--- src/rtl/vfcmp_unit.sv ---
module vfcmp_unit #(
  parameter int MAXE = 64,
  localparam int IW = $clog2(MAXE),
  localparam int VW = $clog2(MAXE + 1)
) (
  input  logic            clk,
  input  logic            rst_n,
  input  logic            start_i,
  input  logic [2:0]      pred_i,
  input  logic [1:0]      ew_i,
  input  logic            scalar_form_i,
  input  logic            vm_i,
  input  logic [VW-1:0]   vl_i,
  input  logic [VW-1:0]   vlmax_i,
  input  logic [MAXE-1:0] v0_i,
  input  logic [MAXE-1:0] dst_i,
  input  logic [63:0]     scalar_op_i,
  output logic [IW-1:0]   rd_idx_o,
  input  logic [63:0]     vs2_elem_i,
  input  logic [63:0]     vs1_elem_i,
  input  logic            flag_clr_i,
  output logic            busy_o,
  output logic            done_o,
  output logic [MAXE-1:0] mask_o,
  output logic            inv_flag_o
);

  logic [2:0]      pred_q;
  logic [1:0]      ew_q;
  logic            form_q, vm_q;
  logic [VW-1:0]   vl_q, vlmax_q;
  logic [MAXE-1:0] v0_q;
  logic [63:0]     sc_q;
  logic [IW-1:0]   idx;

  function automatic logic [65:0] decode(input logic [63:0] x, input logic [1:0] ew);
    logic s, ex1, mz, q;
    logic [62:0] mag;
    case (ew)
      2'd0: begin s = x[15]; mag = {48'd0, x[14:0]}; ex1 = &x[14:10]; mz = |x[9:0];  q = x[9];  end
      2'd1: begin s = x[31]; mag = {32'd0, x[30:0]}; ex1 = &x[30:23]; mz = |x[22:0]; q = x[22]; end
      default: begin s = x[63]; mag = x[62:0]; ex1 = &x[62:52]; mz = |x[51:0]; q = x[51]; end
    endcase
    return {s, ex1 & mz, ex1 & mz & ~q, mag};
  endfunction

  logic [65:0] da, db;
  logic        unord, both_zero, eq, lt, gt, quiet, res, inv;
  logic        in_body, active;

  assign da = decode(vs2_elem_i, ew_q);
  assign db = decode(form_q ? sc_q : vs1_elem_i, ew_q);

  assign unord     = da[64] | db[64];
  assign both_zero = (da[62:0] == '0) && (db[62:0] == '0);
  assign eq = !unord && (both_zero || (da[65] == db[65] && da[62:0] == db[62:0]));
  assign lt = !unord && !both_zero &&
              ((da[65] && !db[65]) ||
               (!da[65] && !db[65] && da[62:0] < db[62:0]) ||
               (da[65] && db[65] && da[62:0] > db[62:0]));
  assign gt = !unord && !eq && !lt;
  assign quiet = (pred_q == 3'd0) || (pred_q == 3'd1) || (pred_q >= 3'd6);

  always_comb begin
    case (pred_q)
      3'd0: res = eq;
      3'd1: res = !eq;
      3'd2: res = lt;
      3'd3: res = lt | eq;
      3'd4: res = gt;
      3'd5: res = gt | eq;
      3'd6: res = !unord;
      default: res = 1'b0;
    endcase
  end

  assign inv     = quiet ? (da[63] | db[63]) : unord;
  assign in_body = {1'b0, idx} < {1'b0, vl_q};
  assign active  = busy_o && in_body && (vm_q || v0_q[idx]);
  assign rd_idx_o = idx;

  always_ff @(posedge clk or negedge rst_n) begin
    if (!rst_n) begin
      busy_o <= 1'b0; done_o <= 1'b0; mask_o <= '0; idx <= '0;
      pred_q <= '0; ew_q <= '0; form_q <= 1'b0; vm_q <= 1'b1;
      vl_q <= '0; vlmax_q <= '0; v0_q <= '0; sc_q <= '0;
    end else begin
      done_o <= 1'b0;
      if (start_i && !busy_o) begin
        pred_q <= pred_i; ew_q <= ew_i; form_q <= scalar_form_i; vm_q <= vm_i;
        vl_q <= vl_i; v0_q <= v0_i; sc_q <= scalar_op_i; mask_o <= dst_i; idx <= '0;
        vlmax_q <= (vlmax_i > VW'(MAXE)) ? VW'(MAXE) : vlmax_i;
        busy_o <= (vlmax_i != '0);
        done_o <= (vlmax_i == '0);
      end else if (busy_o) begin
        if (!in_body) mask_o[idx] <= 1'b0;
        else if (active) mask_o[idx] <= res;
        if (VW'(idx) + VW'(1) >= vlmax_q) begin
          busy_o <= 1'b0;
          done_o <= 1'b1;
        end else begin
          idx <= idx + 1'b1;
        end
      end
    end
  end

  always_ff @(posedge clk or negedge rst_n) begin
    if (!rst_n) inv_flag_o <= 1'b0;
    else        inv_flag_o <= (inv_flag_o & ~flag_clr_i) | (active & inv);
  end

endmodule

--- config.mk ---
export PLATFORM = sky130hd
export DESIGN_NAME = vfcmp_unit
export DESIGN_NICKNAME = d
export VERILOG_FILES = /design/src/rtl/vfcmp_unit.sv
export SDC_FILE = /design/constraint.sdc
export NUM_CORES = 1
export LEC_CHECK = 0
export ABC_AREA = 1
export BUFFER_PORTS_ARGS = -buffer_cell sky130_fd_sc_hd__buf_4
export CAP_MARGIN = 20
export CORE_MARGIN = 1.5
export CORE_UTILIZATION = 40
export CTS_BUF_LIST = sky130_fd_sc_hd__clkbuf_16
export DETAILED_ROUTE_END_ITERATION = 10
export PLACE_DENSITY = 0.63
export RECOVER_POWER = 100
export SYNTH_ARGS = -nofsm -noshare
export SYNTH_HDL_FRONTEND = slang
export SYNTH_SLANG_ARGS = --single-unit
--- constraint.sdc ---
create_clock -name clk -period 5 [get_ports clk]
set_input_delay 0.25 -clock clk [delete_from_list [all_inputs] [get_ports clk]]
set_output_delay 0.25 -clock clk [all_outputs]
set_load 0.02 [all_outputs]
==> flow_summary.yaml <==
status:
  status: "complete, but fails checks"
  violations: "max-capacitance violations, max-slew violations"
yosys:
  syn_nets: 2998
  ys_warn_count: 0
  synth.top_cell.area_share_pct: 34.5
  synth_edf_count: 0
  synth_area_mm2: 0.0160
  synth.area.top_cells: "dfrtp_1, nand2_1, nor2_1"
  synth.avg_cell_area_um2: 6.24
  synth_largest_area_cell: "dfrtp_1"
  seq_area_frac_synth_pct: 34.6
  synth_flop_cell: "dfrtp_1"
  synth-seq-cells: 222
  synthCells: 2573
  synthArstFlopShare_pct: 100
  yosysUniqueCellTypes: 40
global_route:
  overflow: 0
  grt_max_degree: 266
  grt_pass1_vias: 18843
  grt_pass1_wl_mm: 102
  grt_usage_pct: 31.3
  antenna_found_initial: 7
clock_network:
  ctsLongestPathBuffers: 3
  clock-sinks: 222
  clk_pin_slew_worst_paths_ns: 0.06
  numCtsBuffers: 28
  cts_setup_buffers: 0
  clockRootBuffer: "clkbuf_16"
  cts.hold.buffers_added: 155
  cts_tree: "yes"
  clk_latency_ns: 0.56
  cts.htree.levels: 1
  cts_resized: 0
die:
  die_h_um: 203
  io_pins: 418
  initial_utilization_pct: 40.5
  dieArea_mm2: 0.0413
  fp.dieW_um: 203
  fp.coreArea_mm2: 0.0396
  num_rows: 73
worst_setup_path:
  cp_data_required_time_ns: 5.50
  crit_chain: "nor2_1 > inv_1 > clkbuf_2 > nor2_1 > nor2_1 > nand2_1 > nand2_1"
  critPathMaxStageDelay_ns: 2.09
  slowest_stage: "inv_1"
  crit_type: "reg -> reg"
  crit_fanout: 82
  end_kind: "register"
  cp.arrival_ns: 4.65
  startpoint_type: "register"
  crit_top_cell: "nor2_1"
  crit_start: "busy_o$_DFF_PN0_"
  r2r-start: "busy_o$_DFF_PN0_"
pwr:
  total_power_mw: 12.5
  p_leak_nw: 11.9
  ir_drop_mv: 0.489
  powerDensity_mw_per_mm2: 578
place:
  post-dp-hpwl_mm: 45.8
  port_buffers: 417
  gp_congestion: 0.946
final_layout:
  fin_util_pct: 54.5
  area_growth_syn_to_layout_pct: 34.5
  fill_cells: 4038
  drive_gt1_share_pct: 13.3
  final_nets: 3496
  final-seq-area_mm2: 0.00556
  multi_input_area_mm2: 0.00916
  final_cell_mix: "nand2_1, buf_4, nor2_1"
  mostFrequentLayoutCell: "nand2_1"
route:
  drtIter0Drc: 1516
  drc: 0
  drt_wl_total_mm: 65.5
  wl_per_cell_um: 18.1
  postRouteAntennaNets: 0
  drt_first_pass_iters: 6
  viasPerCell: 5.19
  via_count: 18814
timing:
  report.final.slew_viol_count: 459
  relSlewSlack_pct: -97.1
  finalCriticalPeriod_ns: 4.15
  worstMarginPinSlew_ns: 2.96
  fin_setup_tns_ns: 0
  hold_viol: 0
  rsz0062_at_grt: "no"
  fmax_ghz: 0.241
  min_period_over_period_pct: 83.0
  fin_skew_ns: 0.0108
  setup_viol: 0
flow_run:
  cap_violations: 3
worst_hold_path:
  holdCritPathClass: "in -> reg"
  hp-start: "vlmax_i[6]"
==> power breakdown <==
part           leakage, nW  internal [mW]  total (mW)  switching (mW)
combinational         8.67           2.34        7.35            5.01
sequential            2.82           2.64        3.20           0.566
clock                0.434           1.09        1.92           0.835
==> per-stage QoR <==
| step | worst slack [ns] | hold WS, ns | instance area, µm² | cells |
|---|---|---|---|---|
| floorplan | 1.68 | -0.0456 | 16000 | 2573 |
| global placement | 1.08 | 0.387 | 19500 | 3411 |
| detailed placement | 1.02 | 0.399 | 19500 | 3411 |
| CTS | 0.992 | 0.00211 | 21900 | 3616 |
| global route | 0.529 | 0.0230 | 21600 | 3622 |
| finish | 0.852 | 0.0217 | 21600 | 3623 |
==> flip-flops by register name, indices dropped and copies added, names as in the netlist <==
| signal | count |
|---|---|
| busy_o | 1 |
| done_o | 1 |
| ew_q | 2 |
| form_q | 1 |
| inv_flag_o | 1 |
| mask_o | 64 |
| pred_q | 3 |
| rd_idx_o | 6 |
| sc_q | 64 |
| v0_q | 64 |
| vl_q | 7 |
| vlmax_q | 7 |
| vm_q | 1 |
==> worst max-delay path, delay by kind of cell (launching register included) <==
family	cells	cell delay, ns
and+or+nand+nor	5	0.57
buffers and inverters	2	3.00
DFF	1	0.48
==> final timing paths <==
check                           cells past startpoint                endpoint  slack [ns]
worst max-delay path                                7  mask_o[62]$_DFFE_PN0P_        0.85
max in group asynchronous                           2     ew_q[1]$_DFFE_PN0P_        1.86
worst max register to register                      7  mask_o[62]$_DFFE_PN0P_        0.85
min in group asynchronous                           2     sc_q[6]$_DFFE_PN0P_        1.17
worst min register to register                      2    v0_q[15]$_DFFE_PN0P_        0.47
worst min-delay path                                3        busy_o$_DFF_PN0_        0.02
==> final cells by class <==
cell class,count,share of cell area (%)
tap,525,3.04
antenna,7,0.0812
sequential,222,25.7
clock buffer,29,3.36
multi-input combinational,2023,42.4
inverter,207,3.61
timing repair buffer,589,21.2
clock inverter,21,0.562
==> cells in the mapped netlist, drive strengths merged, types with 3 or more instances <==
cell / n
a31oi: 65
a22oi: 7
nand3: 131
buf: 42
ha: 80
a221oi: 7
nor3: 17
and3: 3
nand2: 1156
nor4: 3
o21ai: 99
clkbuf: 79
a22o: 5
nand4: 32
o21a: 4
or2: 3
o211ai: 4
o22ai: 10
a21oi: 53
nand3b: 3
nor2: 333
inv: 205
dfrtp: 221
==> logic make-up (layout without fill, tap and decap cells) <==
family	count (synthesis)	count (layout)	synth area share, %
flops	222	222	34.6
fa+ha+maj	80	80	6.24
xor+xnor	1	1	0.0546
other cells	0	7	0
compound gates	258	258	9.23
buf+inv	328	846	8.45
simple gates	1684	1684	41.4
==> layer usage <==
metal	vias to the layer above	routed length, µm	GRT usage [%]
met5	-	0	0
met4	0	2900	13.8
met3	142	4800	4.83
met2	781	30400	51.6
met1	8747	27300	40.5
li1	9144	-	-
(Power assumes the default switching activity.)
